**config.mk**
```make
export PLATFORM = sky130hd
export DESIGN_NAME = rxr_ring_writer
export DESIGN_NICKNAME = d
export VERILOG_FILES = /design/src/rtl/rxr_pkg.sv /design/src/rtl/rxr_status_pack.sv /design/src/rtl/rxr_desc_store.sv /design/src/rtl/rxr_fill_ctrl.sv /design/src/rtl/rxr_ring_writer.sv
export SDC_FILE = /design/constraint.sdc
export NUM_CORES = 1
export LEC_CHECK = 0
export BUFFER_PORTS_ARGS = -buffer_cell sky130_fd_sc_hd__buf_2
export CAP_MARGIN = 20
export CORE_UTILIZATION = 50
export DETAILED_ROUTE_END_ITERATION = 10
export GPL_TIMING_DRIVEN = 0
export MAX_ROUTING_LAYER = met4
export PLACE_DENSITY = 0.75
export SLEW_MARGIN = 20
export SYNTH_ARGS = -nofsm -noshare
export SYNTH_HDL_FRONTEND = slang
export SYNTH_SLANG_ARGS = --single-unit
```
**constraint.sdc**
```tcl
create_clock -name clk -period 13.3 [get_ports clk]
set_clock_uncertainty 0.15 [all_clocks]
set_input_delay 0.665 -clock clk [delete_from_list [all_inputs] [get_ports clk]]
set_output_delay 0.665 -clock clk [all_outputs]
set_load 0.1 [all_outputs]
```
**src/rtl/rxr_pkg.sv**
```systemverilog
package rxr_pkg;
  localparam int unsigned WORD_W  = 32;
  localparam int unsigned BYTE_W  = 8;
  localparam int unsigned LEN_W   = 12;
  localparam int unsigned HIT_N   = 4;
  // status word bit positions (read by software)
  localparam int unsigned ST_SOF    = 14;
  localparam int unsigned ST_EOF    = 15;
  localparam int unsigned ST_TYPEID = 22;
  localparam int unsigned ST_HIT_LO = 23;
  localparam int unsigned ST_BCAST  = 31;

  typedef struct packed {
    logic             bcast;
    logic             typeid;
    logic [HIT_N-1:0] hit;
  } rxr_match_t;
endpackage

```
**src/rtl/rxr_status_pack.sv**
```systemverilog
module rxr_status_pack
  import rxr_pkg::*;
(
  input  logic              sof,
  input  logic              eof,
  input  logic [LEN_W-1:0]  len,
  input  rxr_match_t        match,
  output logic [WORD_W-1:0] word
);
  always_comb begin
    word         = '0;
    word[ST_SOF] = sof;
    word[ST_EOF] = eof;
    if (eof) begin
      word[LEN_W-1:0]  = len;
      word[ST_BCAST]   = match.bcast;
      word[ST_TYPEID]  = match.typeid;
      for (int n = 0; n < int'(HIT_N); n++) begin
        // filter 1 lands in the highest bit of the hit field
        word[ST_HIT_LO + HIT_N - 1 - n] = match.hit[n];
      end
    end
  end
endmodule

```
**src/rtl/rxr_desc_store.sv**
```systemverilog
module rxr_desc_store
  import rxr_pkg::*;
#(
  parameter int unsigned DESC_NUM = 16,
  parameter int unsigned IDX_W    = $clog2(DESC_NUM)
) (
  input  logic              clk,
  input  logic              rst,
  input  logic              sw_we,
  input  logic [IDX_W-1:0]  sw_idx,
  input  logic [WORD_W-1:0] sw_data,
  input  logic              hw_we,
  input  logic [IDX_W-1:0]  hw_idx,
  input  logic [WORD_W-1:0] hw_status,
  input  logic [IDX_W-1:0]  rd_idx,
  input  logic              rd_sel,
  output logic [WORD_W-1:0] rd_data,
  input  logic [IDX_W-1:0]  cur_idx,
  output logic [WORD_W-1:0] cur_base,
  output logic              cur_used,
  output logic              cur_wrap
);
  localparam int unsigned ADDR_HI_W = WORD_W - 2;

  logic [ADDR_HI_W-1:0] addr_mem [DESC_NUM];
  logic [WORD_W-1:0]    stat_mem [DESC_NUM];
  logic [DESC_NUM-1:0]  used_q;
  logic [DESC_NUM-1:0]  wrap_q;

  // buffer address array: software port only
  always_ff @(posedge clk) begin
    if (sw_we) addr_mem[sw_idx] <= sw_data[WORD_W-1:2];
  end

  // status array: block port only
  always_ff @(posedge clk) begin
    if (hw_we) stat_mem[hw_idx] <= hw_status;
  end

  // ownership and wrap flags; the block's set wins a same-cycle clash
  always_ff @(posedge clk) begin
    if (rst) begin
      used_q <= '0;
      wrap_q <= '0;
    end else begin
      if (sw_we) begin
        used_q[sw_idx] <= sw_data[0];
        wrap_q[sw_idx] <= sw_data[1];
      end
      if (hw_we) used_q[hw_idx] <= 1'b1;
    end
  end

  always_ff @(posedge clk) begin
    if (rd_sel) rd_data <= stat_mem[rd_idx];
    else        rd_data <= {addr_mem[rd_idx], wrap_q[rd_idx], used_q[rd_idx]};
  end

  assign cur_base = {addr_mem[cur_idx], 2'b00};
  assign cur_used = used_q[cur_idx];
  assign cur_wrap = wrap_q[cur_idx];

  AST_NO_WRITE_OWNED: assert property (@(posedge clk) disable iff (rst)
    hw_we |-> !used_q[hw_idx]);
  AST_USED_SET: assert property (@(posedge clk) disable iff (rst)
    hw_we |=> used_q[$past(hw_idx)]);
endmodule

```
**src/rtl/rxr_fill_ctrl.sv**
```systemverilog
module rxr_fill_ctrl
  import rxr_pkg::*;
#(
  parameter int unsigned BUF_BYTES = 128,
  parameter int unsigned IDX_W     = 4
) (
  input  logic              clk,
  input  logic              rst,
  input  logic [IDX_W-1:0]  qbase_idx,
  input  logic              in_valid,
  input  logic [BYTE_W-1:0] in_data,
  input  logic              in_sof,
  input  logic              in_eof,
  input  rxr_match_t        in_match,
  input  logic [WORD_W-1:0] cur_base,
  input  logic              cur_used,
  input  logic              cur_wrap,
  output logic [IDX_W-1:0]  cur_idx,
  output logic              cl_we,
  output logic              cl_sof,
  output logic              cl_eof,
  output logic [LEN_W-1:0]  cl_len,
  output rxr_match_t        cl_match,
  output logic              mem_we,
  output logic [WORD_W-1:0] mem_addr,
  output logic [BYTE_W-1:0] mem_wdata,
  output logic              frame_done,
  output logic              bna
);
  localparam int unsigned OFS_W = $clog2(BUF_BYTES);
  localparam logic [OFS_W-1:0] OFS_LAST = OFS_W'(BUF_BYTES - 1);

  logic [OFS_W-1:0] ofs_q;
  logic [LEN_W-1:0] len_q;
  logic             in_frame_q, drop_q, first_q;

  logic             start, active, blocked, wr, close, eff_first;
  logic [OFS_W-1:0] eff_ofs;
  logic [LEN_W-1:0] eff_len, len_nx;
  logic [IDX_W-1:0] next_idx;

  always_comb begin
    start     = in_valid & in_sof;
    active    = start | (in_valid & in_frame_q & ~drop_q);
    eff_ofs   = start ? '0 : ofs_q;
    eff_len   = start ? '0 : len_q;
    eff_first = start | first_q;
    blocked   = active & (eff_ofs == '0) & cur_used;
    wr        = active & ~blocked;
    close     = wr & (in_eof | (eff_ofs == OFS_LAST));
    len_nx    = eff_len + 1'b1;
    next_idx  = cur_wrap ? qbase_idx : cur_idx + 1'b1;
  end

  assign cl_we    = close;
  assign cl_sof   = eff_first;
  assign cl_eof   = in_eof;
  assign cl_len   = len_nx;
  assign cl_match = in_match;

  always_ff @(posedge clk) begin
    if (rst) begin
      cur_idx    <= qbase_idx;
      ofs_q      <= '0;
      len_q      <= '0;
      in_frame_q <= 1'b0;
      drop_q     <= 1'b0;
      first_q    <= 1'b0;
      mem_we     <= 1'b0;
      mem_addr   <= '0;
      mem_wdata  <= '0;
      frame_done <= 1'b0;
      bna        <= 1'b0;
    end else begin
      mem_we     <= wr;
      frame_done <= close & in_eof;
      bna        <= blocked;
      if (wr) begin
        mem_addr  <= cur_base + WORD_W'(eff_ofs);
        mem_wdata <= in_data;
      end
      if (blocked) begin
        in_frame_q <= ~in_eof;
        drop_q     <= ~in_eof;
      end else if (wr) begin
        in_frame_q <= ~in_eof;
        drop_q     <= 1'b0;
        first_q    <= eff_first & ~close;
        len_q      <= len_nx;
        ofs_q      <= close ? '0 : eff_ofs + 1'b1;
        if (close) cur_idx <= next_idx;
      end else if (in_valid & in_eof) begin
        in_frame_q <= 1'b0;
        drop_q     <= 1'b0;
      end
    end
  end

  AST_WRAP_TO_BASE: assert property (@(posedge clk) disable iff (rst)
    (close && cur_wrap) |=> cur_idx == $past(qbase_idx));
  AST_STEP_NEXT: assert property (@(posedge clk) disable iff (rst)
    (close && !cur_wrap) |=> cur_idx == IDX_W'($past(cur_idx) + 1'b1));
  AST_BNA_SILENT: assert property (@(posedge clk) disable iff (rst)
    bna |-> !mem_we && !frame_done);
  AST_RESET_STATE: assert property (@(posedge clk)
    rst |=> !mem_we && !bna && !frame_done);
endmodule

```
**src/rtl/rxr_ring_writer.sv**
```systemverilog
module rxr_ring_writer
  import rxr_pkg::*;
#(
  parameter int unsigned DESC_NUM  = 16,
  parameter int unsigned BUF_BYTES = 128,
  localparam int unsigned IDX_W    = $clog2(DESC_NUM)
) (
  input  logic              clk,
  input  logic              rst,
  input  logic [IDX_W-1:0]  qbase_idx,
  input  logic              in_valid,
  input  logic [7:0]        in_data,
  input  logic              in_sof,
  input  logic              in_eof,
  input  logic              in_bcast,
  input  logic              in_typeid,
  input  logic [3:0]        in_hit,
  input  logic              desc_wr_en,
  input  logic [IDX_W-1:0]  desc_wr_idx,
  input  logic [31:0]       desc_wr_data,
  input  logic [IDX_W-1:0]  desc_rd_idx,
  input  logic              desc_rd_sel,
  output logic [31:0]       desc_rd_data,
  output logic              mem_we,
  output logic [31:0]       mem_addr,
  output logic [7:0]        mem_wdata,
  output logic              frame_done,
  output logic              bna,
  output logic [IDX_W-1:0]  cur_idx
);
  rxr_match_t        in_match, cl_match;
  logic [WORD_W-1:0] cur_base, cl_word;
  logic              cur_used, cur_wrap;
  logic              cl_we, cl_sof, cl_eof;
  logic [LEN_W-1:0]  cl_len;

  assign in_match = '{bcast: in_bcast, typeid: in_typeid, hit: in_hit};

  rxr_fill_ctrl #(.BUF_BYTES(BUF_BYTES), .IDX_W(IDX_W)) u_ctrl (
    .clk(clk), .rst(rst), .qbase_idx(qbase_idx),
    .in_valid(in_valid), .in_data(in_data), .in_sof(in_sof), .in_eof(in_eof),
    .in_match(in_match), .cur_base(cur_base), .cur_used(cur_used), .cur_wrap(cur_wrap),
    .cur_idx(cur_idx), .cl_we(cl_we), .cl_sof(cl_sof), .cl_eof(cl_eof),
    .cl_len(cl_len), .cl_match(cl_match), .mem_we(mem_we), .mem_addr(mem_addr),
    .mem_wdata(mem_wdata), .frame_done(frame_done), .bna(bna)
  );

  rxr_status_pack u_pack (
    .sof(cl_sof), .eof(cl_eof), .len(cl_len), .match(cl_match), .word(cl_word)
  );

  rxr_desc_store #(.DESC_NUM(DESC_NUM), .IDX_W(IDX_W)) u_store (
    .clk(clk), .rst(rst),
    .sw_we(desc_wr_en), .sw_idx(desc_wr_idx), .sw_data(desc_wr_data),
    .hw_we(cl_we), .hw_idx(cur_idx), .hw_status(cl_word),
    .rd_idx(desc_rd_idx), .rd_sel(desc_rd_sel), .rd_data(desc_rd_data),
    .cur_idx(cur_idx), .cur_base(cur_base), .cur_used(cur_used), .cur_wrap(cur_wrap)
  );
endmodule

```
==> summary.md, run 1 <==
| Metric | Value |
|---|---|
| Status | `complete, but fails checks` |
| Failing checks | `design-rule violations` |
| Largest net degree at the start of global routing | `23` |
| Detailed router's first-iteration violation count | `3704` |
| Leakage | `15.3 nW` |
| Sw frac | `26.5%` |
| Crit path max fanout | `10` |
| Tightest Hold Check Type | `in2reg` |
| Worst Hold Path Cells | `3` |
| Chip height | `287 um` |
| Sequential share of power | `46.5%` |
| First-pass GRT wire length | `169000 um` |
| DR vias/cell | `6.78` |
| Critical path type | `reg2reg` |
| Drc violations | `2` |
| Slew Viols, Final | `0` |
| Die W | `287 um` |
| TNS Setup | `0 ns` |
| Syn_nets | `2196` |
| Worst-path cell chain | `buf_2 -> buf_2 -> buf_2 -> clkbuf_1 -> clkbuf_1 -> mux4_2 -> mux4_2 -> ha_1 -> a21o_1 -> a21o_1 -> a21o_1 -> a21o_1 -> nand4_2 -> nor3_1 -> nand3b_1 -> a311oi_1` |
| Initial antenna violation count | `14` |
| PD cells | `150 nW/um2` |
| Cell depth of the worst setup path | `16` |
| TritonCTS clock tree | `done` |
| CP max-delay cell | `clkbuf_1` |
| Worst-skew pair later-pin latency | `0.68 ns` |
| Flop2flop setup slack | `6.70 ns` |
| Synth Instances | `2118` |
| Fin. Hold Viols | `0` |
| Starting Density | `50.4%` |
| Main flop type after synthesis | `edfxtp_1` |
| Routed WL | `119000 um` |
| Worst Reg-to-Reg Cells | `16` |
| Post-synth EDFFs | `804` |
| Max-cap violations | `0` |
| PostCTS Resize Cnt | `0` |
| CTS H-tree depth | `3` |
| RR Endpoint | `u_ctrl.mem_addr[29]` |
| # port buffers | `138` |
| Peak VDD IR | `0.000105 V` |
| Site row count | `104` |
| Crit path buf inv count | `5` |
| Share of cells above drive strength 1 | `34.1%` |
| IO Pins | `144` |
| Seq/Total Area, Yosys | `66.1%` |
| Post-Syn Area | `40500 um2` |
| # nets final | `2499` |
| Last element of the critical path | `u_ctrl.mem_addr[29]` |
| GPL Wtd Cong | `0.898` |
| DR vias | `24.2k` |
| Largest cells by area after synthesis | `edfxtp_1, mux4_2, dfxtp_1` |
| Wire length per cell | `33.4 um` |
| Setup Fix Bufs, Post-CTS | `0` |
| Dominant cell type by area after synthesis | `edfxtp_1` |
| Final Power | `7.06 mW` |
| Syn_area_per_cell | `19.1 um2` |
| Fin crit period | `6.60 ns` |
| CP arrival | `7.02 ns` |
| Overall Global Routing Usage | `30.0%` |
| Core region area | `80400 um2` |
| Worst-margin pin slew | `1.19 ns` |
| Synthesized flop and latch total | `937` |
| Period utilisation layout | `49.6%` |
| Crit-path most repeated cell | `a21o_1` |
| Distinct cells, synth | `63` |
| Antenna violation net count after detailed routing | `0` |
| Clk pwr share | `38.8%` |
| Total Die Area | `82200 um2` |
| Num CTS Buffers | `93` |
| Delay-heaviest family, CP | `buffers and inverters` |
| P_sw | `1.87 mW` |
| Critical Path Sink Type | `register` |
| Synth async-reset ratio | `0%` |
| Ys Warns | `0` |
| CP peak stage delay | `0.80 ns` |
| CP Launch Type | `register` |
| Vias in the first global route | `23.8k` |
| Share of the synthesized area in the top cell type | `59.6%` |
| Power share of the combinational group | `14.7%` |
| Number of hold buffers added after cts | `0` |
| Slew headroom | `20.7%` |
| Layout area overhead | `16.0%` |
| Pint | `5.19 mW` |
| Global route overflow | `0` |
| Fmax | `152 MHz` |
| Clock slew at reported path FFs | `0.06 ns` |
| Hold slack | `0.0827 ns` |
| Final setup viols | `0` |
| CTS root buf | `clkbuf_16` |
| Worst-case clock buffer depth | `3` |
| Worst EP required | `13.72 ns` |
| Detailed Place HPWL | `80500 um` |
| RSZ-0062 raised after global routing | `false` |
| Fillers | `5707` |
| Drt pass-1 iters | `9` |
| CTS Sinks | `937` |
| Final core utilization | `58.5%` |
[synthesized netlist by cell type, types with 13 or more instances]
cell      instances
edfxtp_1        804
mux4_2          373
dfxtp_1         133
nand2_1         109
nor2_1           79
clkbuf_1         76
a21oi_1          64
mux2i_1          46
o21ai_0          36
mux2_2           29
inv_1            28
xnor2_1          28
buf_1            26
and2_1           23
a22oi_1          22
nor2b_1          22
a211oi_1         21
nand3_1          17
nor3_1           16
buf_2            15
mux4_1           15
a221oi_1         13
[through the flow]
stage,cells,area [um2],setup WS [ns]
final,3573,47000,6.70
after detailed placement,3383,43800,6.92
after global routing,3572,47000,6.66
after floorplan,2118,40500,8.58
after CTS,3559,47000,6.92
after global placement,3316,42600,4.96
[cell type report]
class / instances / area [um2] / share of cell area [%]
Timing Repair Buffer: 208 / 1820 / 3.88
Clock inverter: 52 / 572 / 1.22
Inverter: 28 / 105 / 0.223
Multi-Input combinational cell: 1015 / 13000 / 27.7
Antenna cell: 11 / 27.5 / 0.0585
Sequential cell: 937 / 26800 / 57.0
Clock buffer: 124 / 2590 / 5.51
Tap cell: 1060 / 1330 / 2.82
Buffer: 138 / 756 / 1.61
[worst min-delay path by stage]
stage | startpoint | to | slack, ns
3_5_place_dp | u_ctrl.mem_addr[9] | u_ctrl.mem_addr[9] | 0.29
6_report | in_data[2] | u_ctrl.mem_wdata[2] | 0.08
2_1_floorplan | u_ctrl.first_q | u_ctrl.first_q | 0.28
5_1_grt | in_data[2] | u_ctrl.mem_wdata[2] | 0.09
3_3_place_gp | u_ctrl.mem_wdata[2] | u_ctrl.mem_wdata[2] | 0.29
4_1_cts | in_data[2] | u_ctrl.mem_wdata[2] | 0.06
[tightest hold or removal path, delay by kind of cell]
family	cells	cell delay [ns]
compound gates	1	0.05
simple gates	1	0.04
buf+inv	1	0.09
[per-layer routing]
layer,part of all wire (%),up-vias,global-route usage [%]
met4,4.1,0,11.8
met2,48,2077,46.0
met5,0,-,-
li1,-,9422,-
met1,35,12400,38.6
met3,13,292,7.56
[power by group through the flow]
stage	Combinational, mW	Clock, mW	Sequential (mW)
finish	1.04	2.74	3.28
global route	1.07	2.85	3.29
CTS	1.02	2.74	3.28
detailed placement	1.01	0	3.34
global placement	0.980	0	3.34
floorplan	0.508	0	3.51
[cells in the final DEF, fill, tap and decap left out, types with 13 or more instances in the layout]
master,synthesis,layout
and2_1,23,23
a22oi_1,22,22
nor2_1,79,64
nor2b_1,22,22
buf_4,3,24
nand2_1,109,109
buf_2,15,162
mux2i_1,46,46
clkbuf_16,0,96
clkbuf_1,76,83
buf_16,0,20
mux4_2,373,373
buf_1,26,15
inv_1,28,25
nand3_1,17,17
o21ai_0,36,36
a211oi_1,21,21
clkbuf_2,1,15
xnor2_1,28,28
clkinv_2,0,18
a21oi_1,64,64
dfxtp_1,133,133
a221oi_1,13,13
buf_8,3,20
mux2_2,29,29
clkinv_1,0,15
mux4_1,15,15
edfxtp_1,804,804
buf_6,8,16
[flip-flops by register name (all words and copies together), names as in the netlist, 4 cells and up, named ones only]
| signal | cells |
|---|---|
| u_store.rd_data | 32 |
| u_ctrl.cur_idx | 4 |
| u_ctrl.len_q | 12 |
| u_ctrl.mem_addr | 32 |
| u_ctrl.ofs_q | 7 |
| u_store.addr_mem | 480 |
| u_ctrl.mem_wdata | 8 |
| u_store.used_q | 16 |
| u_store.stat_mem | 320 |
| u_store.wrap_q | 16 |
[cell families (layout without fill, tap and decap cells)]
group	count (synthesis)	count (layout)	share of synthesized area, %
muxes	465	465	23.8
xor gates and xnor gates	37	37	0.799
and+or+nand+nor	318	318	3.90
buffers and inverters	166	550	2.06
adders and majority gates	13	13	0.420
other	0	11	0
AOI/OAI and AO/OA	182	182	2.95
DFF	937	937	66.1
No activity file was read; power rests on OpenSTA's default activity.
==> inputs of run 2 (changes only) <==
--- a/config.mk
+++ b/config.mk
@@ -11,7 +11,7 @@
 export DETAILED_ROUTE_END_ITERATION = 10
 export GPL_TIMING_DRIVEN = 0
 export MAX_ROUTING_LAYER = met4
-export PLACE_DENSITY = 0.75
+export PLACE_DENSITY = 0.77
 export SLEW_MARGIN = 20
 export SYNTH_ARGS = -nofsm -noshare
 export SYNTH_HDL_FRONTEND = slang
==> constraint.sdc (replaced) <==
create_clock -name clk -period 5.6 [get_ports clk]
set_clock_uncertainty 0.15 [all_clocks]
set_input_delay 0.28 -clock clk [delete_from_list [all_inputs] [get_ports clk]]
set_output_delay 0.28 -clock clk [all_outputs]
set_load 0.1 [all_outputs]
==> summary.md, run 2 (same netlist as run 1, synthesis figures left out) <==
| Metric | Value |
|---|---|
| Failing checks | `design-rule violations` |
| Crit path max fanout | `19 (+9)` |
| Slew Viols, Final | `0 (unchanged)` |
| Initial antenna violation count | `8 (-6)` |
| CP peak stage delay | `0.51 ns (-0.29 ns)` |
| CTS root buf | `clkbuf_16` |
| Flop2flop setup slack | `0.18 ns (-6.52 ns)` |
| Antenna violation net count after detailed routing | `0 (unchanged)` |
| Overall Global Routing Usage | `29.8% (-0.17 points)` |
| Worst-path cell chain | `buf_2 -> buf_2 -> buf_4 -> clkbuf_2 -> mux4_2 -> mux4_2 -> ha_1 -> fa_1 -> a21o_1 -> a21oi_1 -> nor2b_1 -> o2111ai_4 -> nor4_1 -> xor2_1 -> a211oi_1` |
| Critical Path Sink Type | `register` |
| Worst Min Path Start | `desc_rd_sel` |
| First-pass GRT wire length | `168000 um (-0.18%)` |
| Drt pass-1 iters | `9 (unchanged)` |
| PD cells | `352 nW/um2 (+130%)` |
| Worst Reg-to-Reg Cells | `15 (-1)` |
| Slew headroom | `18.8% (-1.9 points)` |
| Biggest regs | `u_store.addr_mem: 480 flops, u_store.stat_mem: 320 flops` |
| Share of cells above drive strength 1 | `33.9% (-0.19 points)` |
| Peak VDD IR | `0.000228 V (+120%)` |
| Critical path type | `reg2reg` |
| Starting Density | `50.4% (unchanged)` |
| Final Power | `16.6 mW (+140%)` |
| Site row count | `104 (unchanged)` |
| Worst EP required | `6.03 ns (-7.69 ns)` |
| Fin. Hold Viols | `0 (unchanged)` |
| GR Util met2 | `45.5% (-0.50 points)` |
| RR Endpoint | `u_ctrl.mem_addr[26]` |
| Routed WL | `118000 um (-0.89%)` |
| IO Pins | `144 (unchanged)` |
| Total Die Area | `82200 um2 (unchanged)` |
| Cell depth of the worst setup path | `15 (-1)` |
| GPL Wtd Cong | `0.903 (+0.52%)` |
| Global route overflow | `0 (unchanged)` |
| Period utilisation layout | `96.7% (+47 points)` |
| Grt met1 use | `38.2% (-0.37 points)` |
| Last element of the critical path | `u_ctrl.mem_addr[26]` |
| Fmax | `185 MHz (+22%)` |
| Die W | `287 um (unchanged)` |
| Clock slew at reported path FFs | `0.07 ns (about the same)` |
| TritonCTS clock tree | `done` |
| Detailed Place HPWL | `77700 um (-3.4%)` |
| Most common cell after layout, fill and taps aside | `edfxtp_1` |
| CP max-delay cell | `mux4_2` |
| Num CTS Buffers | `91 (-2.2%)` |
| DR vias/cell | `6.75 (-0.48%)` |
| Vias in the first global route | `24.0k (+1.1%)` |
| CTS H-tree depth | `3 (unchanged)` |
| Drc violations | `4 (+2)` |
| Max FFs per register | `480 (unchanged)` |
| # port buffers | `138 (unchanged)` |
| Wire length per cell | `32.9 um (-1.6%)` |
| Leakage | `15.3 nW (+0.14%)` |
| Worst-skew pair later-pin latency | `0.67 ns (about the same)` |
| Status | `complete, but fails checks` |
| Most used routing layer in global routing | `met2` |
| Final setup viols | `0 (unchanged)` |
| Crit path buf inv count | `4 (-1)` |
| Final core utilization | `58.7% (+0.26 points)` |
| Worst-case clock buffer depth | `3 (unchanged)` |
| Layout area overhead | `16.5%` |
| Biggest register | `u_store.addr_mem` |
| Met3 Track Usage GR | `6.49% (-1.1 points)` |
| Fin crit period | `5.42 ns (-1.18 ns)` |
| Fillers | `5598 (-1.9%)` |
| CTS Sinks | `937 (unchanged)` |
| Largest net degree at the start of global routing | `23 (unchanged)` |
| Worst-margin pin slew | `1.22 ns (+0.0284 ns)` |
| Chip height | `287 um (unchanged)` |
| CP Launch Type | `register` |
| Core region area | `80400 um2 (unchanged)` |
| Max-cap violations | `0 (unchanged)` |
| Most frequent cells in the layout | `edfxtp_1, mux4_2, buf_2, dfxtp_1, nand2_1` |
| Detailed router's first-iteration violation count | `3502 (-5.5%)` |
| DR vias | `24.3k (+0.27%)` |
| Setup Fix Bufs, Post-CTS | `0 (unchanged)` |
| CP arrival | `5.85 ns (-1.17 ns)` |
| Tightest Hold Check Type | `in2reg` |
| Delay-heaviest family, CP | `buffers and inverters` |
| # nets final | `2530 (+1.2%)` |
[run 2: changes by cell type in the layout (fill, tap and decap cells not counted), sizes merged]
cell	before	now
clkinvlp	4	10
clkbuf	204	192
diode	11	9
dlygate4sd3	0	51
clkinv	37	38
bufinv	11	8
inv	28	33
buf	266	247
[run 2: worst reg2reg max path: cells and delay by family, from the launching register on]
family	cells	cell delay, ns
AO/OA/AOI/OAI	4	1.07
flip-flops	1	0.31
XOR/XNOR	1	0.17
multiplexers	2	0.88
adder cells (fa/ha/maj)	2	0.73
AND/OR/NAND/NOR	2	0.28
buffers and inverters	4	1.72
[run 2: area by class of cell]
cell class              instances  area, um2  area share (%)
clock inverters                61        612            1.30
multi-input cells            1015      13000            27.6
inverters                      28        105           0.223
well taps                    1060       1330            2.81
diodes                          9       22.5          0.0477
clock buffers                 111       2480            5.26
flip-flops and latches        937      26800            56.8
plain buffers                 136        753            1.59
repair buffers                243       2090            4.42
[run 2: timing repair]
item	in CTS	in global routing
hold buffers	51	0
hold endpoints to repair	544	0
endpoints found under the setup margin	24	15
gates resized for setup	4	6
[run 2: worst min path at each step]
stage | endpoint | slack (ns) | depth (start not counted)
final | u_store.rd_data[31] | 0.05 | 2
after global routing | u_store.rd_data[31] | 0.02 | 2
after CTS | u_store.rd_data[31] | 0.008 | 2
after detailed placement | u_ctrl.mem_addr[8] | 0.29 | 2
after global placement | u_ctrl.mem_wdata[2] | 0.29 | 2
after floorplan | u_ctrl.in_frame_q | 0.22 | 1
[run 2: power breakdown]
group	switching, mW	total, mW	internal (mW)
Combinational	1.64	2.49	0.854
Sequential	0.0776	7.80	7.72
Clock	2.76	6.34	3.57
[run 2: through the flow]
stage	worst slack (ns)	hold slack, ns	setup TNS (ns)	std cells	cell area [um2]
3_5_place_dp	-0.720	0.294	-12.39	3368	43500
2_1_floorplan	0.882	0.225	0	2118	40500
3_3_place_gp	-2.06	0.290	-228.71	3316	42600
5_1_grt	-0.0150	0.0158	-0.0150	3598	47200
6_report	0.183	0.0464	0	3600	47200
4_1_cts	0.00381	0.00798	0	3589	47200
[run 2: routing by layer]
layer  vias to the layer above  wire (um)  part of all wire [%]
met3                       353      14500                    12
met5                         -          0                     0
met4                         0       6100                   5.2
met2                      1994      56500                    48
met1                     12500      41200                    35
li1                       9476          -                     -
